[src/rtl/pred_load_pkg.sv]
package pred_load_pkg;
  typedef enum logic [0:0] {
    ST_IDLE = 1'b0,
    ST_WAIT = 1'b1
  } ld_state_e;

  localparam int unsigned NUM_IN = 3;
  localparam int unsigned IN_ADDR = 0;
  localparam int unsigned IN_PRED = 1;
  localparam int unsigned IN_TOK = 2;
endpackage

[src/rtl/pred_load_join.sv]
module pred_load_join #(
  parameter int unsigned N = 3
) (
  input  logic         en_i,
  input  logic [N-1:0] valid_i,
  output logic [N-1:0] ready_o,
  output logic         fire_o
);
  assign fire_o = en_i & (&valid_i);

  // every operand is consumed in the firing cycle only
  for (genvar g = 0; g < N; g++) begin : g_rdy
    assign ready_o[g] = fire_o;
  end
endmodule

[src/rtl/pred_load_ctrl.sv]
module pred_load_ctrl
  import pred_load_pkg::*;
#(
  parameter int unsigned AW = 4,
  parameter int unsigned DW = 8
) (
  input  logic          clk_i,
  input  logic          rst_ni,
  input  logic          fire_i,
  input  logic          pred_i,
  input  logic [AW-1:0] addr_i,
  input  logic          fork_busy_i,
  input  logic [DW-1:0] mem_rdata_i,
  output logic          can_fire_o,
  output logic          mem_req_o,
  output logic [AW-1:0] mem_addr_o,
  output logic          load_o,
  output logic [DW-1:0] load_data_o
);
  ld_state_e state_q, state_d;

  always_ff @(posedge clk_i or negedge rst_ni) begin
    if (!rst_ni) state_q <= ST_IDLE;
    else         state_q <= state_d;
  end

  always_comb begin
    state_d     = state_q;
    mem_req_o   = 1'b0;
    load_o      = 1'b0;
    load_data_o = '0;
    unique case (state_q)
      ST_IDLE: begin
        if (fire_i) begin
          if (pred_i) begin
            mem_req_o = 1'b1;
            state_d   = ST_WAIT;
          end else begin
            load_o = 1'b1;  // suppressed load: token only, data zero
          end
        end
      end
      ST_WAIT: begin
        load_o      = 1'b1;
        load_data_o = mem_rdata_i;
        state_d     = ST_IDLE;
      end
      default: state_d = ST_IDLE;
    endcase
  end

  assign can_fire_o = (state_q == ST_IDLE) && !fork_busy_i;
  assign mem_addr_o = addr_i;

  a_r3_req_needs_pred: assert property (@(posedge clk_i) disable iff (!rst_ni)
    mem_req_o |-> pred_i && fire_i);

  a_r8_single_outstanding: assert property (@(posedge clk_i) disable iff (!rst_ni)
    mem_req_o |=> !mem_req_o);

  a_r5_return_loads: assert property (@(posedge clk_i) disable iff (!rst_ni)
    mem_req_o |=> load_o);

  a_r2_fire_when_free: assert property (@(posedge clk_i) disable iff (!rst_ni)
    fire_i |-> !fork_busy_i);
endmodule

[src/rtl/pred_load_fork.sv]
module pred_load_fork #(
  parameter int unsigned DW = 8
) (
  input  logic          clk_i,
  input  logic          rst_ni,
  input  logic          load_i,
  input  logic [DW-1:0] data_i,
  output logic [DW-1:0] data_o,
  output logic          data_valid_o,
  input  logic          data_ready_i,
  output logic          tok_valid_o,
  input  logic          tok_ready_i,
  output logic          busy_o
);
  logic          d_pend_q, t_pend_q;
  logic [DW-1:0] data_q;

  always_ff @(posedge clk_i or negedge rst_ni) begin
    if (!rst_ni) begin
      d_pend_q <= 1'b0;
      t_pend_q <= 1'b0;
      data_q   <= '0;
    end else if (load_i) begin
      d_pend_q <= 1'b1;
      t_pend_q <= 1'b1;
      data_q   <= data_i;
    end else begin
      if (d_pend_q && data_ready_i) d_pend_q <= 1'b0;
      if (t_pend_q && tok_ready_i)  t_pend_q <= 1'b0;
    end
  end

  assign data_o       = data_q;
  assign data_valid_o = d_pend_q;
  assign tok_valid_o  = t_pend_q;
  assign busy_o       = d_pend_q | t_pend_q;

  a_r6_data_hold: assert property (@(posedge clk_i) disable iff (!rst_ni)
    data_valid_o && !data_ready_i |=> data_valid_o && $stable(data_o));

  a_r6_tok_hold: assert property (@(posedge clk_i) disable iff (!rst_ni)
    tok_valid_o && !tok_ready_i |=> tok_valid_o);

  a_r7_no_load_busy: assert property (@(posedge clk_i) disable iff (!rst_ni)
    load_i |-> !busy_o);
endmodule

[src/rtl/pred_load_op.sv]
module pred_load_op
  import pred_load_pkg::*;
#(
  parameter int unsigned AW = 4,
  parameter int unsigned DW = 8
) (
  input  logic          clk_i,
  input  logic          rst_ni,
  input  logic [AW-1:0] addr_i,
  input  logic          addr_valid_i,
  output logic          addr_ready_o,
  input  logic          pred_i,
  input  logic          pred_valid_i,
  output logic          pred_ready_o,
  input  logic          tok_valid_i,
  output logic          tok_ready_o,
  output logic          mem_req_o,
  output logic [AW-1:0] mem_addr_o,
  input  logic [DW-1:0] mem_rdata_i,
  output logic [DW-1:0] data_o,
  output logic          data_valid_o,
  input  logic          data_ready_i,
  output logic          tok_valid_o,
  input  logic          tok_ready_i
);
  logic [NUM_IN-1:0] in_valid, in_ready;
  logic              fire, can_fire, fork_busy, load;
  logic [DW-1:0]     load_data;

  assign in_valid[IN_ADDR] = addr_valid_i;
  assign in_valid[IN_PRED] = pred_valid_i;
  assign in_valid[IN_TOK]  = tok_valid_i;
  assign addr_ready_o = in_ready[IN_ADDR];
  assign pred_ready_o = in_ready[IN_PRED];
  assign tok_ready_o  = in_ready[IN_TOK];

  pred_load_join #(.N(NUM_IN)) i_join (
    .en_i    (can_fire),
    .valid_i (in_valid),
    .ready_o (in_ready),
    .fire_o  (fire)
  );

  pred_load_ctrl #(.AW(AW), .DW(DW)) i_ctrl (
    .clk_i       (clk_i),
    .rst_ni      (rst_ni),
    .fire_i      (fire),
    .pred_i      (pred_i),
    .addr_i      (addr_i),
    .fork_busy_i (fork_busy),
    .mem_rdata_i (mem_rdata_i),
    .can_fire_o  (can_fire),
    .mem_req_o   (mem_req_o),
    .mem_addr_o  (mem_addr_o),
    .load_o      (load),
    .load_data_o (load_data)
  );

  pred_load_fork #(.DW(DW)) i_fork (
    .clk_i        (clk_i),
    .rst_ni       (rst_ni),
    .load_i       (load),
    .data_i       (load_data),
    .data_o       (data_o),
    .data_valid_o (data_valid_o),
    .data_ready_i (data_ready_i),
    .tok_valid_o  (tok_valid_o),
    .tok_ready_i  (tok_ready_i),
    .busy_o       (fork_busy)
  );

  a_r2_join_complete: assert property (@(posedge clk_i) disable iff (!rst_ni)
    addr_ready_o |-> addr_valid_i && pred_valid_i && tok_valid_i
                     && pred_ready_o && tok_ready_o);

  a_r7_busy_blocks_inputs: assert property (@(posedge clk_i) disable iff (!rst_ni)
    (data_valid_o || tok_valid_o) |-> !addr_ready_o && !mem_req_o);

  a_r4_false_pred_zero: assert property (@(posedge clk_i) disable iff (!rst_ni)
    fire && !pred_i |=> data_valid_o && tok_valid_o && (data_o == '0));
endmodule

[config.mk]
export PLATFORM = sky130hd
export DESIGN_NAME = pred_load_op
export DESIGN_NICKNAME = d
export VERILOG_FILES = /design/src/rtl/pred_load_pkg.sv /design/src/rtl/pred_load_join.sv /design/src/rtl/pred_load_ctrl.sv /design/src/rtl/pred_load_fork.sv /design/src/rtl/pred_load_op.sv
export SDC_FILE = /design/constraint.sdc
export NUM_CORES = 1
export LEC_CHECK = 0
export BUFFER_PORTS_ARGS = -buffer_cell sky130_fd_sc_hd__buf_2
export CORE_AREA = 2 2 40 42
export DETAILED_ROUTE_END_ITERATION = 6
export DIE_AREA = 0 0 42 44
export PLACE_DENSITY = 0.79
export SLEW_MARGIN = 20
export SYNTH_ARGS = -nofsm -noshare
export SYNTH_HDL_FRONTEND = slang
export SYNTH_HIERARCHICAL = 1
export SYNTH_SLANG_ARGS = --single-unit
export TNS_END_PERCENT = 50
[constraint.sdc]
create_clock -name clk_i -period 4.89 [get_ports clk_i]
set_clock_uncertainty 0.2 [all_clocks]
set_input_delay 0.489 -clock clk_i [delete_from_list [all_inputs] [get_ports clk_i]]
set_output_delay 0.489 -clock clk_i [all_outputs]
set_load 0.02 [all_outputs]
# After elaboration in Yosys (flattened, before gate mapping)

Index checks and enable logic that the tools add are counted.

Register bits: 11
Input port bits: 20
Output and inout bits: 18
Logic and storage cells: 26

Muxes and demuxes: 12
Bitwise gates (word level): 3
Reduce and logical (&&, ||, !) cells: 7

Operators by type and width:

| kind                               | number |
|---|---|
| two-way mux 1 bit                  | 9 |
| two-way mux 8 bit                  | 1 |
| one-hot mux 1 bit (2 select lines) | 2 |
| nonzero test 2 bit                 | 2 |
| logical AND 1 bit                  | 3 |
| AND reduction 3 bit                | 1 |
| AND 1 bit                          | 1 |
| logical NOT 1 bit                  | 1 |
| inverter 1 bit                     | 1 |
| OR 1 bit                           | 1 |

# Depth between registers and ports, before layout

Depth after elaboration: 7
Gate-level depth with buffers: 6
Depth with buffers taken out: 5

# By module

The synthesis kept the hierarchy.

By module, submodules not included:

| module         | instances | cells an instance | area an instance (um2) | sequential area each (um2) |
|---|---|---|---|---|
| pred_load_fork | 1         | 24                | 412.9                  | 250.2 |
| pred_load_ctrl | 1         | 19                | 138.9                  | 25.0 |
| pred_load_join | 1         | 4                 | 31.3                   | 0.0 |

# Least setup slack after synthesis

Ideal clock, no wire load.

Path type: reg-to-output
From: register i_fork.d_pend_q (netlist: i_fork/data_valid_o)
To: output mem_req_o
Data arrival time: 1443 ps
Data required time: 4201 ps
Setup slack: 2758 ps
Stages on the path, launching flop included: 6
Buffers on the path: 0
Path through: dfrtp_1 or2_2 nor2_1 and4_1 nand2_1 nor2_1

Longest elaborated chain between the ends: 6

Ends and longest elaborated chain:

| item                     | RTL line             | text |
|---|---|---|
| start: declaration       | pred_load_fork.sv:15 | `logic d_pend_q, t_pend_q;` |
| start signal: assignment | pred_load_fork.sv:20 | `d_pend_q <= 1'b0;` |
| start signal: assignment | pred_load_fork.sv:24 | `d_pend_q <= 1'b1;` |
| start signal: assignment | pred_load_fork.sv:28 | `if (d_pend_q && data_ready_i) d_pend_q <= 1'b0;` |
| OR 1 bit                 | pred_load_fork.sv:36 | `assign busy_o = d_pend_q \| t_pend_q;` |
| net fork_busy            | pred_load_op.sv:27   | `logic fire, can_fire, fork_busy, load;` |
| logical NOT 1 bit        | pred_load_ctrl.sv:52 | `assign can_fire_o = (state_q == ST_IDLE) && !fork_busy_i;` |
| logical AND 1 bit        | pred_load_ctrl.sv:52 |  |
| net can_fire             | pred_load_op.sv:27   |  |
| AND 1 bit                | pred_load_join.sv:9  | `assign fire_o = en_i & (&valid_i);` |
| net fire                 | pred_load_op.sv:27   |  |
| two-way mux 1 bit        | pred_load_ctrl.sv:34 | `if (fire_i) begin` |
| two-way mux 1 bit        | pred_load_ctrl.sv:32 | `unique case (state_q)` |
| end: declaration         | pred_load_op.sv:17   | `output logic mem_req_o,` |

The timed path passes the listed nets, and every way through them passes these cells.

# Worst setup path in the final report

From: register i_fork.d_pend_q (netlist: i_fork/data_valid_o)
To: output mem_req_o

Longest elaborated chain between the ends: 6

Ends and longest elaborated chain:

| item              | RTL line |
|---|---|
| OR 1 bit          | pred_load_fork.sv:36 |
| net fork_busy     | pred_load_op.sv:27 |
| logical NOT 1 bit | pred_load_ctrl.sv:52 |
| logical AND 1 bit | pred_load_ctrl.sv:52 |
| net can_fire      | pred_load_op.sv:27 |
| AND 1 bit         | pred_load_join.sv:9 |
| two-way mux 1 bit | pred_load_ctrl.sv:34 |
| two-way mux 1 bit | pred_load_ctrl.sv:32 |

The timed path passes the listed nets, and every way through them passes these cells.

==> out/summary.txt <==
status = complete, no violations
ANT nets after route = 0
CP max FO = 5
Multi-input gate area = 221 um^2
Iteration-0 DRC Markers = 2
Top delay family on crit path = simple AND/OR/NAND/NOR gates
TritonCTS clock tree = yes
pwr/cell area = 277 nW/um^2
die area = 1850 um^2
actual slew at the worst max-slew pin = 0.512 ns
DP Worst Slack = 2.74 ns
critical path endpoint category = primary output
Ys Warns = 6
initial antenna violation count = 0
ant diodes = 0
register bit count reported by yosys = 11
average wire per cell in the routed design = 11.7 um
Die H = 44 um
# fillers = 134
switch share = 26.6%
power share of the sequential group = 50.2%
Post-Syn Area = 583 um^2
WHS Endpoint = i_ctrl/state_q
Static Leakage = 0.437 nW
drt drc = 0
CP cell instances = or2_2, nor2_1, and4_1, nand2_1, nor2_1, buf_2
post-cts resize count = 0
crit share post-route = 47.8%
DR vias = 402
Hold Path Class = input pin to flip-flop
Highest Clock Rate = 0.428 GHz
Fin Setup TNS = 0 ns
CTS Sinks = 11
htree depth = 1
Comb pwr share = 17.7%
setup violators final = 0
P_int = 0.000144 W
Yosys cell types = 12
first-pass GRT wire length = 1660 um
RSZ-0062 raised after global routing = no
most used cell, CP = nor2_1
core area = 1420 um^2
R2R depth = 5
DR pass1 iterations = 3
Sequential Area = 275 um^2
crit path time final = 2.34 ns
hold depth = 3
fin nets = 93
Slew Limit Fails = 0
Worst R2R End = i_fork/data_o[5]
critical path arrival = 1.65 ns
Synth Area per Inst = 12.4 um^2
Clock power frac = 32.1%
postcts setup bufs = 0
share of cells above drive strength 1 = 59.7%
largest net degree at the start of global routing = 12
vias per cell = 4.57
area grow syn2layout = 21.7%
WHS = 0.252 ns
I/O pin total = 38
worst skew pair latency = 0.27 ns
placed wire-length estimate = 762 um
row cnt = 14
routability congestion estimate = 0.636
critical path type = flip-flop to primary output
global route overflow = 0
Root Buffer = clkbuf_4
hold_buf cts = 1
Slew HR = 65.8%
Crit-path slowest cell = dfrtp_1
Seq/Total Area, Yosys = 47.2%
IO Port Bufs = 29
Switch Pwr = 0.0000522 W
Net Count, Synth = 67
WP data required = 4.20 ns
maxcap violations = 0
Worst setup SP type = flip-flop
Max Root-Sink Buffers = 2
vias in the first global route = 373
r2r startpoint = i_fork/data_valid_o
Buffers & Inverters on Critical Path = 1
total CTS buffers = 3
final setup margin = 2.55 ns
reg-to-reg slack, setup = 2.75 ns
CP max stage delay = 0.39 ns
Overall Global Routing Usage = 13.2%
total routed wirelength = 1030 um
Starting Density = 41.1%
Final Hold Viols = 0
DIE WIDTH = 42 um
Worst-path clk slew = 0.07 ns
Mapped Cells = 47
min-delay src = pred_i
maximum VDD drop = 190 uV
layout by cell type, fill, tap and decap left out:
cell           Yosys  routed
mux2_4             8       8
inv_1              3       3
or2_2              1       1
nand2_1            1       1
a21o_2             2       2
buf_2              0      29
a21o_1             1       1
and4_1             1       1
dfrtp_1           11      11
dlygate4sd3_1      0       1
clkbuf_4           0       3
clkbuf_1           0       1
nor2_1             2       2
and2_1             8       8
state kept, by name, indices dropped and copies added (netlist names):
| name | flops |
|---|---|
| i_fork/data_o | 8 |
| i_ctrl/state_q | 1 |
| i_fork/data_valid_o | 1 |
| i_fork/tok_valid_o | 1 |
worst max path at each step:
stage	slack [ns]	startpoint	cells past startpoint	endpoint
after floorplan	2.76	i_fork/data_valid_o	5	mem_req_o
after detailed placement	2.74	i_fork/data_valid_o	5	i_fork/data_o[5]
final	2.55	i_fork/data_valid_o	6	mem_req_o
after global placement	2.81	i_fork/data_valid_o	5	i_fork/data_o[1]
after global routing	2.41	i_fork/data_valid_o	6	mem_req_o
after CTS	2.53	i_fork/data_valid_o	6	mem_req_o
through the flow:
step / power, W / util, % / std cells / area (um^2)
detailed placement: 0.000135 / 47.4 / 83 / 673
global route: 0.000208 / 50.0 / 88 / 709
CTS: 0.000201 / 50.0 / 88 / 709
global placement: 0.000134 / 47.4 / 83 / 673
floorplan: 0.000128 / - / 47 / 583
finish: 0.000197 / 50.0 / 88 / 709
power by group through the flow:
stage | clock (W) | combinational (W) | sequential (W)
2_1_floorplan | 0 | 0.0000229 | 0.000105
3_3_place_gp | 0 | 0.0000341 | 0.000100
3_5_place_dp | 0 | 0.0000348 | 0.000100
4_1_cts | 0.0000668 | 0.0000354 | 0.0000988
5_1_grt | 0.0000705 | 0.0000382 | 0.0000993
6_report | 0.0000630 | 0.0000349 | 0.0000987
worst register-to-register path, stage by stage (launching register included):
cell and delay [ns]:
dfrtp_1 0.39, or2_2 0.29, nor2_1 0.08, and4_1 0.27
a21o_1 0.46, mux2_4 0.35
layout make-up:
| cell class | count | area share (%) |
|---|---|---|
| multi-input cells | 24 | 31.2 |
| inverters | 3 | 1.59 |
| well taps | 16 | 2.82 |
| repair buffers | 30 | 21.9 |
| flip-flops and latches | 11 | 38.8 |
| clock buffers | 4 | 3.70 |
synthesized netlist by cell type:
master | count | share of area, %
a21o_1 | 1 | 1.3
a21o_2 | 2 | 3.0
and2_1 | 8 | 8.6
and4_1 | 1 | 1.5
buf_4 | 7 | 9.0
buf_6 | 2 | 3.9
dfrtp_1 | 11 | 47
inv_1 | 3 | 1.9
mux2_4 | 8 | 21
nand2_1 | 1 | 0.64
nor2_1 | 2 | 1.3
or2_2 | 1 | 1.1
cell families (layout without fill, tap and decap cells):
kind of cell / count (synthesis) / in the layout / share of synthesized area [%]
compound gates: 3 / 3 / 4.29
buf+inv: 12 / 37 / 14.8
flops: 11 / 11 / 47.2
mux: 8 / 8 / 20.6
simple gates: 13 / 13 / 13.1
layer usage:
metal / part of all wire (%) / GRT usage (%) / up-vias
met5: 0 / 0 / -
met2: 44 / 17.8 / 22
met3: 10 / 8.75 / 4
met1: 44 / 15.4 / 183
li1: - / - / 193
met4: 1.9 / 7.74 / 0
Power figures use the tool's default switching activity.
